**src/rtl/cq_pkg.sv**
```systemverilog
package cq_pkg;
  localparam int unsigned REG_W     = 32;
  localparam int unsigned ERR_LSB   = 24;
  localparam int unsigned ERR_W     = 7;
  localparam int unsigned ADDR_W    = 64;
  localparam logic [ADDR_W-1:0] BASE_MASK = 64'h000F_FFFF_FFFF_FFC0;

  typedef struct packed {
    logic [REG_W-1:0] idx_mask;
    logic [REG_W-1:0] wrap_mask;
    logic [REG_W-1:0] ptr_mask;
  } q_masks_t;
endpackage

```
**src/rtl/cq_size_decode.sv**
```systemverilog
module cq_size_decode #(
  parameter int unsigned MAX_LOG2  = 19,
  parameter int unsigned LOG2_IN_W = 5
) (
  input  logic [LOG2_IN_W-1:0] log2size_i,
  output cq_pkg::q_masks_t     masks_o
);
  import cq_pkg::*;

  localparam logic [LOG2_IN_W-1:0] MAX_L = LOG2_IN_W'(MAX_LOG2);

  logic [LOG2_IN_W-1:0] eff;
  logic [REG_W-1:0]     wrap;

  always_comb begin
    eff              = (log2size_i > MAX_L) ? MAX_L : log2size_i;
    wrap             = REG_W'(1) << eff;
    masks_o.wrap_mask = wrap;
    masks_o.idx_mask  = wrap - REG_W'(1);
    masks_o.ptr_mask  = (wrap << 1) - REG_W'(1);
  end
endmodule

```
**src/rtl/cq_ptr_reg.sv**
```systemverilog
module cq_ptr_reg #(
  parameter int unsigned PTR_W = 20
) (
  input  logic              clk_i,
  input  logic              rst_ni,
  input  cq_pkg::q_masks_t  masks_i,
  input  logic              we_i,
  input  logic [31:0]       wdata_i,
  input  logic              inc_i,
  input  logic              block_i,
  output logic [31:0]       ptr_o,
  output logic              drop_o
);
  logic [PTR_W-1:0] ptr_q, ptr_d;
  logic             drop_q;

  assign ptr_o  = 32'(ptr_q) & masks_i.ptr_mask;
  assign drop_o = drop_q;

  always_comb begin
    ptr_d = ptr_q;
    if (we_i)                ptr_d = PTR_W'(wdata_i & masks_i.ptr_mask);
    else if (inc_i && !block_i) ptr_d = PTR_W'((ptr_o + 32'd1) & masks_i.ptr_mask);
  end

  always_ff @(posedge clk_i or negedge rst_ni) begin
    if (!rst_ni) begin
      ptr_q  <= '0;
      drop_q <= 1'b0;
    end else begin
      ptr_q  <= ptr_d;
      drop_q <= inc_i && block_i && !we_i;
    end
  end
endmodule

```
**src/rtl/cq_addr_gen.sv**
```systemverilog
module cq_addr_gen #(
  parameter int unsigned ENTRY_BYTES = 16
) (
  input  logic [63:0] base_i,
  input  logic [31:0] idx_i,
  output logic [63:0] addr_o
);
  import cq_pkg::*;

  localparam bit POW2 = (ENTRY_BYTES & (ENTRY_BYTES - 1)) == 0;
  localparam int unsigned SH = $clog2(ENTRY_BYTES);

  logic [63:0] off;

  generate
    if (POW2) begin : g_shift
      assign off = 64'(idx_i) << SH;
    end else begin : g_mul
      assign off = 64'(idx_i) * 64'(ENTRY_BYTES);
    end
  endgenerate

  assign addr_o = (base_i & BASE_MASK) + off;
endmodule

```
**src/rtl/cq_ptr_tracker.sv**
```systemverilog
module cq_ptr_tracker #(
  parameter int unsigned MAX_LOG2    = 19,
  parameter int unsigned LOG2_IN_W   = 5,
  parameter int unsigned ENTRY_BYTES = 16
) (
  input  logic                 clk_i,
  input  logic                 rst_ni,
  input  logic [LOG2_IN_W-1:0] log2size_i,
  input  logic                 base_we_i,
  input  logic [63:0]          base_i,
  input  logic                 prod_we_i,
  input  logic [31:0]          prod_wdata_i,
  input  logic                 cons_we_i,
  input  logic [31:0]          cons_wdata_i,
  input  logic                 err_we_i,
  input  logic [6:0]           err_code_i,
  input  logic                 prod_inc_i,
  input  logic                 cons_inc_i,
  output logic [31:0]          prod_o,
  output logic [31:0]          cons_o,
  output logic                 full_o,
  output logic                 empty_o,
  output logic [63:0]          prod_addr_o,
  output logic [63:0]          cons_addr_o,
  output logic                 prod_drop_o,
  output logic                 cons_drop_o
);
  import cq_pkg::*;

  localparam int unsigned PTR_W = MAX_LOG2 + 1;

  q_masks_t         masks;
  logic [63:0]      base_q;
  logic [ERR_W-1:0] err_q;
  logic [31:0]      cons_ptr;
  logic [31:0]      diff;

  cq_size_decode #(.MAX_LOG2(MAX_LOG2), .LOG2_IN_W(LOG2_IN_W)) u_size (
    .log2size_i (log2size_i),
    .masks_o    (masks)
  );

  // occupancy from registered positions
  assign diff    = (prod_o ^ cons_ptr) & masks.ptr_mask;
  assign empty_o = (diff == 32'd0);
  assign full_o  = (diff == masks.wrap_mask);

  cq_ptr_reg #(.PTR_W(PTR_W)) u_prod (
    .clk_i   (clk_i),
    .rst_ni  (rst_ni),
    .masks_i (masks),
    .we_i    (prod_we_i),
    .wdata_i (prod_wdata_i),
    .inc_i   (prod_inc_i),
    .block_i (full_o),
    .ptr_o   (prod_o),
    .drop_o  (prod_drop_o)
  );

  cq_ptr_reg #(.PTR_W(PTR_W)) u_cons (
    .clk_i   (clk_i),
    .rst_ni  (rst_ni),
    .masks_i (masks),
    .we_i    (cons_we_i),
    .wdata_i (cons_wdata_i),
    .inc_i   (cons_inc_i),
    .block_i (empty_o),
    .ptr_o   (cons_ptr),
    .drop_o  (cons_drop_o)
  );

  // error code: dedicated write wins over the consumer word write
  always_ff @(posedge clk_i or negedge rst_ni) begin
    if (!rst_ni) begin
      err_q  <= '0;
      base_q <= '0;
    end else begin
      if (err_we_i)       err_q <= err_code_i;
      else if (cons_we_i) err_q <= cons_wdata_i[ERR_LSB +: ERR_W];
      if (base_we_i)      base_q <= base_i;
    end
  end

  assign cons_o = {1'b0, err_q, cons_ptr[ERR_LSB-1:0]};

  cq_addr_gen #(.ENTRY_BYTES(ENTRY_BYTES)) u_paddr (
    .base_i (base_q),
    .idx_i  (prod_o & masks.idx_mask),
    .addr_o (prod_addr_o)
  );

  cq_addr_gen #(.ENTRY_BYTES(ENTRY_BYTES)) u_caddr (
    .base_i (base_q),
    .idx_i  (cons_ptr & masks.idx_mask),
    .addr_o (cons_addr_o)
  );
endmodule

```
**config.mk**
```make
export PLATFORM = sky130hd
export DESIGN_NAME = cq_ptr_tracker
export DESIGN_NICKNAME = d
export VERILOG_FILES = /design/src/rtl/cq_pkg.sv /design/src/rtl/cq_size_decode.sv /design/src/rtl/cq_ptr_reg.sv /design/src/rtl/cq_addr_gen.sv /design/src/rtl/cq_ptr_tracker.sv
export SDC_FILE = /design/constraint.sdc
export NUM_CORES = 1
export LEC_CHECK = 0
export ABC_CLOCK_PERIOD_IN_PS = 6600
export CORE_MARGIN = 3
export CORE_UTILIZATION = 50
export CTS_CLUSTER_DIAMETER = 30
export CTS_CLUSTER_SIZE = 24
export DETAILED_ROUTE_END_ITERATION = 10
export DONT_BUFFER_PORTS = 1
export PLACE_DENSITY = 0.67
export SLEW_MARGIN = 0
export SYNTH_ARGS = -nofsm -noshare
export SYNTH_HDL_FRONTEND = slang
export SYNTH_SLANG_ARGS = --single-unit
```
**constraint.sdc**
```tcl
create_clock -name clk_i -period 6.6 [get_ports clk_i]
set_clock_uncertainty 0.05 [all_clocks]
set_input_delay 0 -clock clk_i [delete_from_list [all_inputs] [get_ports clk_i]]
set_output_delay 0 -clock clk_i [all_outputs]
set_load 0.005 [all_outputs]
```
# Yosys cells after proc, flatten, opt, wreduce, memory -nomap -nowiden
# Cells that the tools add are included.
[totals] reg_bits=101 in_bits=148 out_inout_bits=196 word_cells=46
[classes] addsub=6 magnitude_cmp=1 eq_ne=1 n_shift=1 mux=7 bitwise=10 n_reduce_logical=14
[ops] cell="$add 52x36->53" count=2
[ops] cell="$and 32x32->32" count=3
[ops] cell="$and 20x20->20" count=4
[ops] cell="$mux 20" count=4
[ops] cell="$and 20x32->32" count=2
[ops] cell="$sub 32x1->32 const B" count=2
[ops] cell="$add 20x1->20 const B" count=2
[ops] cell="$eq 32x32->1" count=1
[ops] cell="$logic_not 32->1" count=1
[ops] cell="$shl 1x5->32 const A" count=1
[ops] cell="$xor 32x32->32" count=1
[ops] cell="$mux 7" count=2
[ops] cell="$logic_and 1x1->1" count=6
[ops] cell="$reduce_bool 2->1" count=3
[ops] cell="$gt 5x5->1 const B" count=1
[ops] cell="$mux 5" count=1
[ops] cell="$logic_not 1->1" count=4

# Logic depth before layout (Yosys ltp)
[logic_depth] word_depth=12 depth_mapped=25 mapped_depth_nobuf=19

# Cells and area by module
# A second synthesis with hierarchy kept.
[unflattened] hier_cells=1531 hier_area_um2=12718.4
[modules_own_cells] module="cq_addr_gen" n_inst=2 cells_each=283 area_each_um2=2060.7 seq_area_each_um2=0.0
[modules_own_cells] module="cq_ptr_tracker" n_inst=1 cells_each=370 area_each_um2=4081.4 seq_area_each_um2=1776.7
[modules_own_cells] module="cq_ptr_reg" n_inst=2 cells_each=221 area_each_um2=1785.5 seq_area_each_um2=525.5
[modules_own_cells] module="cq_size_decode" n_inst=1 cells_each=153 area_each_um2=944.7 seq_area_each_um2=0.0

# Least setup slack after synthesis
# OpenSTA, ideal clock, no wires.
[synth_path] kind="input to output" from="input port log2size_i[1]" to="output port prod_addr_o[46]" t_arrival_ps=4880 required_ps=6550 slack_ps=1670 path_stages=23 path_buffers=5 cell_sequence="clkbuf_1 > nor3_1 > nand2_1 > clkbuf_1 > ha_1 > clkbuf_1 > or3_1 > clkbuf_1 > nand2_1 > and2_1 > ha_1 > inv_1 > fa_1 > nor2b_1 > o21a_1 > o21ai_0 > a221oi_1 > a41oi_1 > a31o_2 > o211ai_1 > clkbuf_1 > nand3_1 > xnor2_1"
[synth_via] elab_chain_len=7 word_cells_on_any_way=8 cone_classes="add/sub (3); order compare (1); shift (1); mux (1); bitwise (2)"
[synth_rtl] item="start: declaration" line_no="cq_ptr_tracker.sv:8" rtl="input logic [LOG2_IN_W-1:0] log2size_i,"
[synth_rtl] item="$gt 5x5->1" line_no="cq_size_decode.sv:16" rtl="eff = (log2size_i > MAX_L) ? MAX_L : log2size_i;"
[synth_rtl] item="$mux 5 *" line_no="cq_size_decode.sv:16"
[synth_rtl] item="$shl 1x5->32 *" line_no="cq_size_decode.sv:17" rtl="wrap = REG_W'(1) << eff;"
[synth_rtl] item="$sub 32x1->32" line_no="cq_size_decode.sv:20" rtl="masks_o.ptr_mask = (wrap << 1) - REG_W'(1);"
[synth_rtl] item="$and 20x32->32" line_no="cq_ptr_reg.sv:17" rtl="assign ptr_o = 32'(ptr_q) & masks_i.ptr_mask;"
[synth_rtl] item="$and 32x32->32 *" line_no="cq_ptr_tracker.sv:88" rtl=".idx_i (prod_o & masks.idx_mask),"
[synth_rtl] item="$add 52x36->53 *" line_no="cq_addr_gen.sv:23" rtl="assign addr_o = (base_i & BASE_MASK) + off;"
[synth_rtl] item="end: declaration" line_no="cq_ptr_tracker.sv:23" rtl="output logic [63:0] prod_addr_o,"
# Every way passes the cells marked *; elsewhere a longest branch is shown, timed or not.

# Final worst setup path
[layout_path] from="input port log2size_i[4]" to="output port cons_addr_o[50]"
[layout_via] elab_chain_len=7 word_cells_on_any_way=8 cone_classes="add/sub (3); order compare (1); shift (1); mux (1); bitwise (2)"
[layout_rtl] item="$gt 5x5->1" line_no="cq_size_decode.sv:16"
[layout_rtl] item="$mux 5 *" line_no="cq_size_decode.sv:16"
[layout_rtl] item="$shl 1x5->32 *" line_no="cq_size_decode.sv:17"
[layout_rtl] item="$sub 32x1->32 *" line_no="cq_size_decode.sv:20"
[layout_rtl] item="$and 20x32->32 *" line_no="cq_ptr_reg.sv:17"
[layout_rtl] item="net cons_o[3]" line_no="cq_ptr_tracker.sv:20" rtl="output logic [31:0] cons_o,"
[layout_rtl] item="$and 32x32->32 *" line_no="cq_ptr_tracker.sv:94" rtl=".idx_i (cons_ptr & masks.idx_mask),"
[layout_rtl] item="$add 52x36->53 *" line_no="cq_addr_gen.sv:23"
[layout_rtl] item="end: declaration" line_no="cq_ptr_tracker.sv:24" rtl="output logic [63:0] cons_addr_o,"
# Mark *: on every way through the listed nets, which the timed path passes. The rest lies on a longest branch.

==> flow_metrics.py <==
metrics = {
    "synthesis": {
        "synth-main-ff-cell": "dfrtp_1",
        "ys_ff_latch": 95,
        "yosysMostFrequentCell": "nor2_1",
        "ys_warn_count": 0,
        "avgSynthCellArea_um2": 7.75,
        "synth_seq_area_share": 0.247,
        "synthArstFlopShare": 1.00,
        "synthTopCellsByArea": "dfrtp_1 25%, xnor2_1 7.1%, mux2_2 5.4%",
        "netlist_area_um2": 9620,
        "synth_top_area_share": 0.247,
        "yosys.area.top_type": "dfrtp_1",
        "synthCells": 1241,
        "synth_cell_types": 77,
        "synthTopCellsByCount": "106 x nor2_1, 98 x nand2_1, 95 x dfrtp_1, 83 x a21oi_1, 78 x xnor2_1",
        "synth-edff-count": 0,
    },
    "global_route": {
        "grt_start_max_net_pins": 96,
        "antenna_found_initial": 0,
        "grt_usage": 0.328,
        "first_global_vias": 9457,
        "grt_pass1_wl_mm": 53.5,
        "globalRouteOverflowTotal": 0,
    },
    "floorplanning": {
        "fp.dieH_um": 145,
        "start_util": 0.511,
        "row_count": 50,
        "ios": 344,
        "die-area_um2": 20900,
        "die_w_um": 145,
        "core_area_um2": 18800,
    },
    "power": {
        "p_total_mw": 2.11,
        "p_seq_frac": 0.346,
        "combPwrFrac": 0.397,
        "clock_power_share": 0.256,
        "p_sw_mw": 0.855,
        "intPower_mw": 1.25,
        "powerDensity_nw_per_um2": 188,
        "ir_drop_v": 0.000129,
        "p_sw_frac": 0.406,
        "p_leak_nw": 4.66,
    },
    "worst_hold_path": {
        "hold_path_class": "primary input to flop",
    },
    "setup_path": {
        "critical_path_class": "primary input to primary output",
        "critPathSlowestCell": "o311ai_0",
        "start_kind": "primary input",
        "crit_path_max_incr_delay_ns": 0.52,
        "cp_common_cell": "nand2_1",
        "cp_cell_sequence": "nor2_1, nand2_1, buf_4, ha_1, or3_1, nand2_1, and2_1, nand2_1, fa_1, nor2b_1, o31a_1, nor4_1, o311ai_0, a41oi_1, a21o_1, o21a_1, buf_4, nor4_1, xor2_1",
        "end_kind": "primary output",
        "cp.arrival_ns": 4.99,
        "crit_fanout": 40,
        "critical-path-top-delay-family": "simple AND/OR/NAND/NOR gates",
        "path_buf_inv": 2,
        "critPathRequiredTime_ns": 6.55,
    },
    "clock_network": {
        "clock_path_buffers": 2,
        "clock-root-buffer": "clkbuf_16",
        "clk_pin_slew_ns": 0.08,
        "cts_resized": 0,
        "cts_tree": "yes",
        "clock_latency_ns": 0.36,
        "htreeDepth": 3,
        "cts_made_buffers": 9,
        "cts.sinks": 95,
    },
    "timing": {
        "max-slew-margin-rel": 0.233,
        "final.setup.tns_ns": 0,
        "hold_slack_ns": 0.0164,
        "drv_slew": 0,
        "fmax_ghz": 0.198,
        "period_share": 0.764,
        "worst_pin_slew_ns": 1.15,
        "worst_slack_ns": 1.56,
        "rsz0062_at_grt": "false",
        "fin_crit_ns": 5.04,
        "finalSetupViolCount": 0,
        "finalHoldViolCount": 0,
    },
    "detailed_routing": {
        "drc": 0,
        "wl_mm": 35.0,
        "firstDrtPassIters": 5,
        "via_count": 9768,
        "viasPerCell": 6.17,
        "antenna_left": 0,
        "wl_per_cell_um": 22.1,
        "drt-initial-drc-count": 1042,
    },
    "cells_and_area": {
        "insertedDiodeCount": 0,
        "finalNonFillerCells": 1583,
        "drive_gt1_frac": 0.0816,
        "final_cell_area_um2": 11200,
        "postLayoutCoreUtil": 0.595,
        "fin_nets": 1507,
        "syn_to_final_growth_pct": 16.3,
    },
    "place": {
        "place_hpwl_mm": 25.2,
        "port_buffers": 0,
        "dpl_worst_slack_ns": 1.68,
        "place_area_um2": 9650,
        "dp.cells": 1446,
        "place.gp.congestion": 0.972,
    },
    "job": {
        "cap_violations": 0,
    },
    "status": {
        "outcome": "complete, no violations",
    },
}
power by group through the flow:
stage | registers [mW] | logic (mW) | clock network, mW
after floorplan | 0.704 | 0.594 | 0
after global placement | 0.736 | 0.715 | 0
after detailed placement | 0.738 | 0.724 | 0
after CTS | 0.727 | 0.822 | 0.549
after global routing | 0.741 | 0.916 | 0.574
final | 0.729 | 0.836 | 0.540
timing repair:
item / CTS / global route
hold buffers: 121 / 0
endpoints found under the hold margin: 190 / 0
setup endpoints to repair: 0 / 0
buffers inserted: 0 / 0
worst reg2reg max path, delay by kind of cell, from the launching register on:
kind	cells	cell delay, ns
DFF	1	0.43
xor gates and xnor gates	1	0.41
AOI/OAI and AO/OA	5	1.00
buffers and inverters	3	1.49
and+or+nand+nor	3	0.74
flip-flops by register name, summed over array words and instances, names as in the netlist:
signal and flops:
base_q 46, u_cons.ptr_q 20, u_prod.ptr_q 20, err_q 7
u_cons.drop_o 1, u_prod.drop_o 1
final cells by class:
| cell class | instances | area, um2 |
|---|---|---|
| fill | 1675 | 7630 |
| clock inverter | 7 | 62.6 |
| tap | 260 | 325 |
| timing repair buffer | 139 | 1400 |
| clock buffer | 9 | 225 |
| inverter | 52 | 195 |
| multi-input combinational | 1021 | 6610 |
| sequential | 95 | 2380 |
cells in the final DEF, fill, tap and decap left out, types with 31 or more instances in the layout:
cell | Yosys | layout
conb_1 | 1 | 49
o21ai_0 | 67 | 67
nor2_1 | 106 | 106
dfrtp_1 | 95 | 95
nand2_1 | 98 | 98
xor2_1 | 31 | 31
inv_1 | 51 | 51
xnor2_1 | 78 | 78
a21oi_1 | 83 | 83
ha_1 | 39 | 39
dlygate4sd3_1 | 0 | 118
nand3_1 | 57 | 57
mux2_2 | 46 | 46
final timing paths:
path / start / endpoint / slack (ns) / depth (start not counted)
min: prod_inc_i / u_prod.ptr_q[16] / 0.02 / 5
max reg2reg: u_cons.ptr_q[18] / u_cons.ptr_q[11] / 2.37 / 12
max: log2size_i[4] / cons_addr_o[50] / 1.56 / 19
min in group asynchronous: rst_ni / u_cons.ptr_q[19] / 0.12 / 2
min reg2reg: base_q[18] / base_q[18] / 0.51 / 1
max in group asynchronous: rst_ni / u_cons.ptr_q[1] / 5.77 / 2
layer usage:
metal  vias up  GRT usage  part of all wire
met1      4661      0.407              0.38
met2       516      0.552              0.48
met4         0      0.127             0.036
met3        78     0.0779             0.097
met5         -          0                 0
li1       4513          -                 -
cells by family after synthesis:
| kind of cell | synth area share |
|---|---|
| AO/OA/AOI/OAI | 0.197 |
| AND/OR/NAND/NOR | 0.250 |
| multiplexers | 0.0642 |
| flip-flops | 0.247 |
| XOR/XNOR | 0.0992 |
| buffers and inverters | 0.0871 |
| other | 0.000390 |
| adder cells (fa/ha/maj) | 0.0549 |
Note: power is estimated with default switching activity, not from simulation.
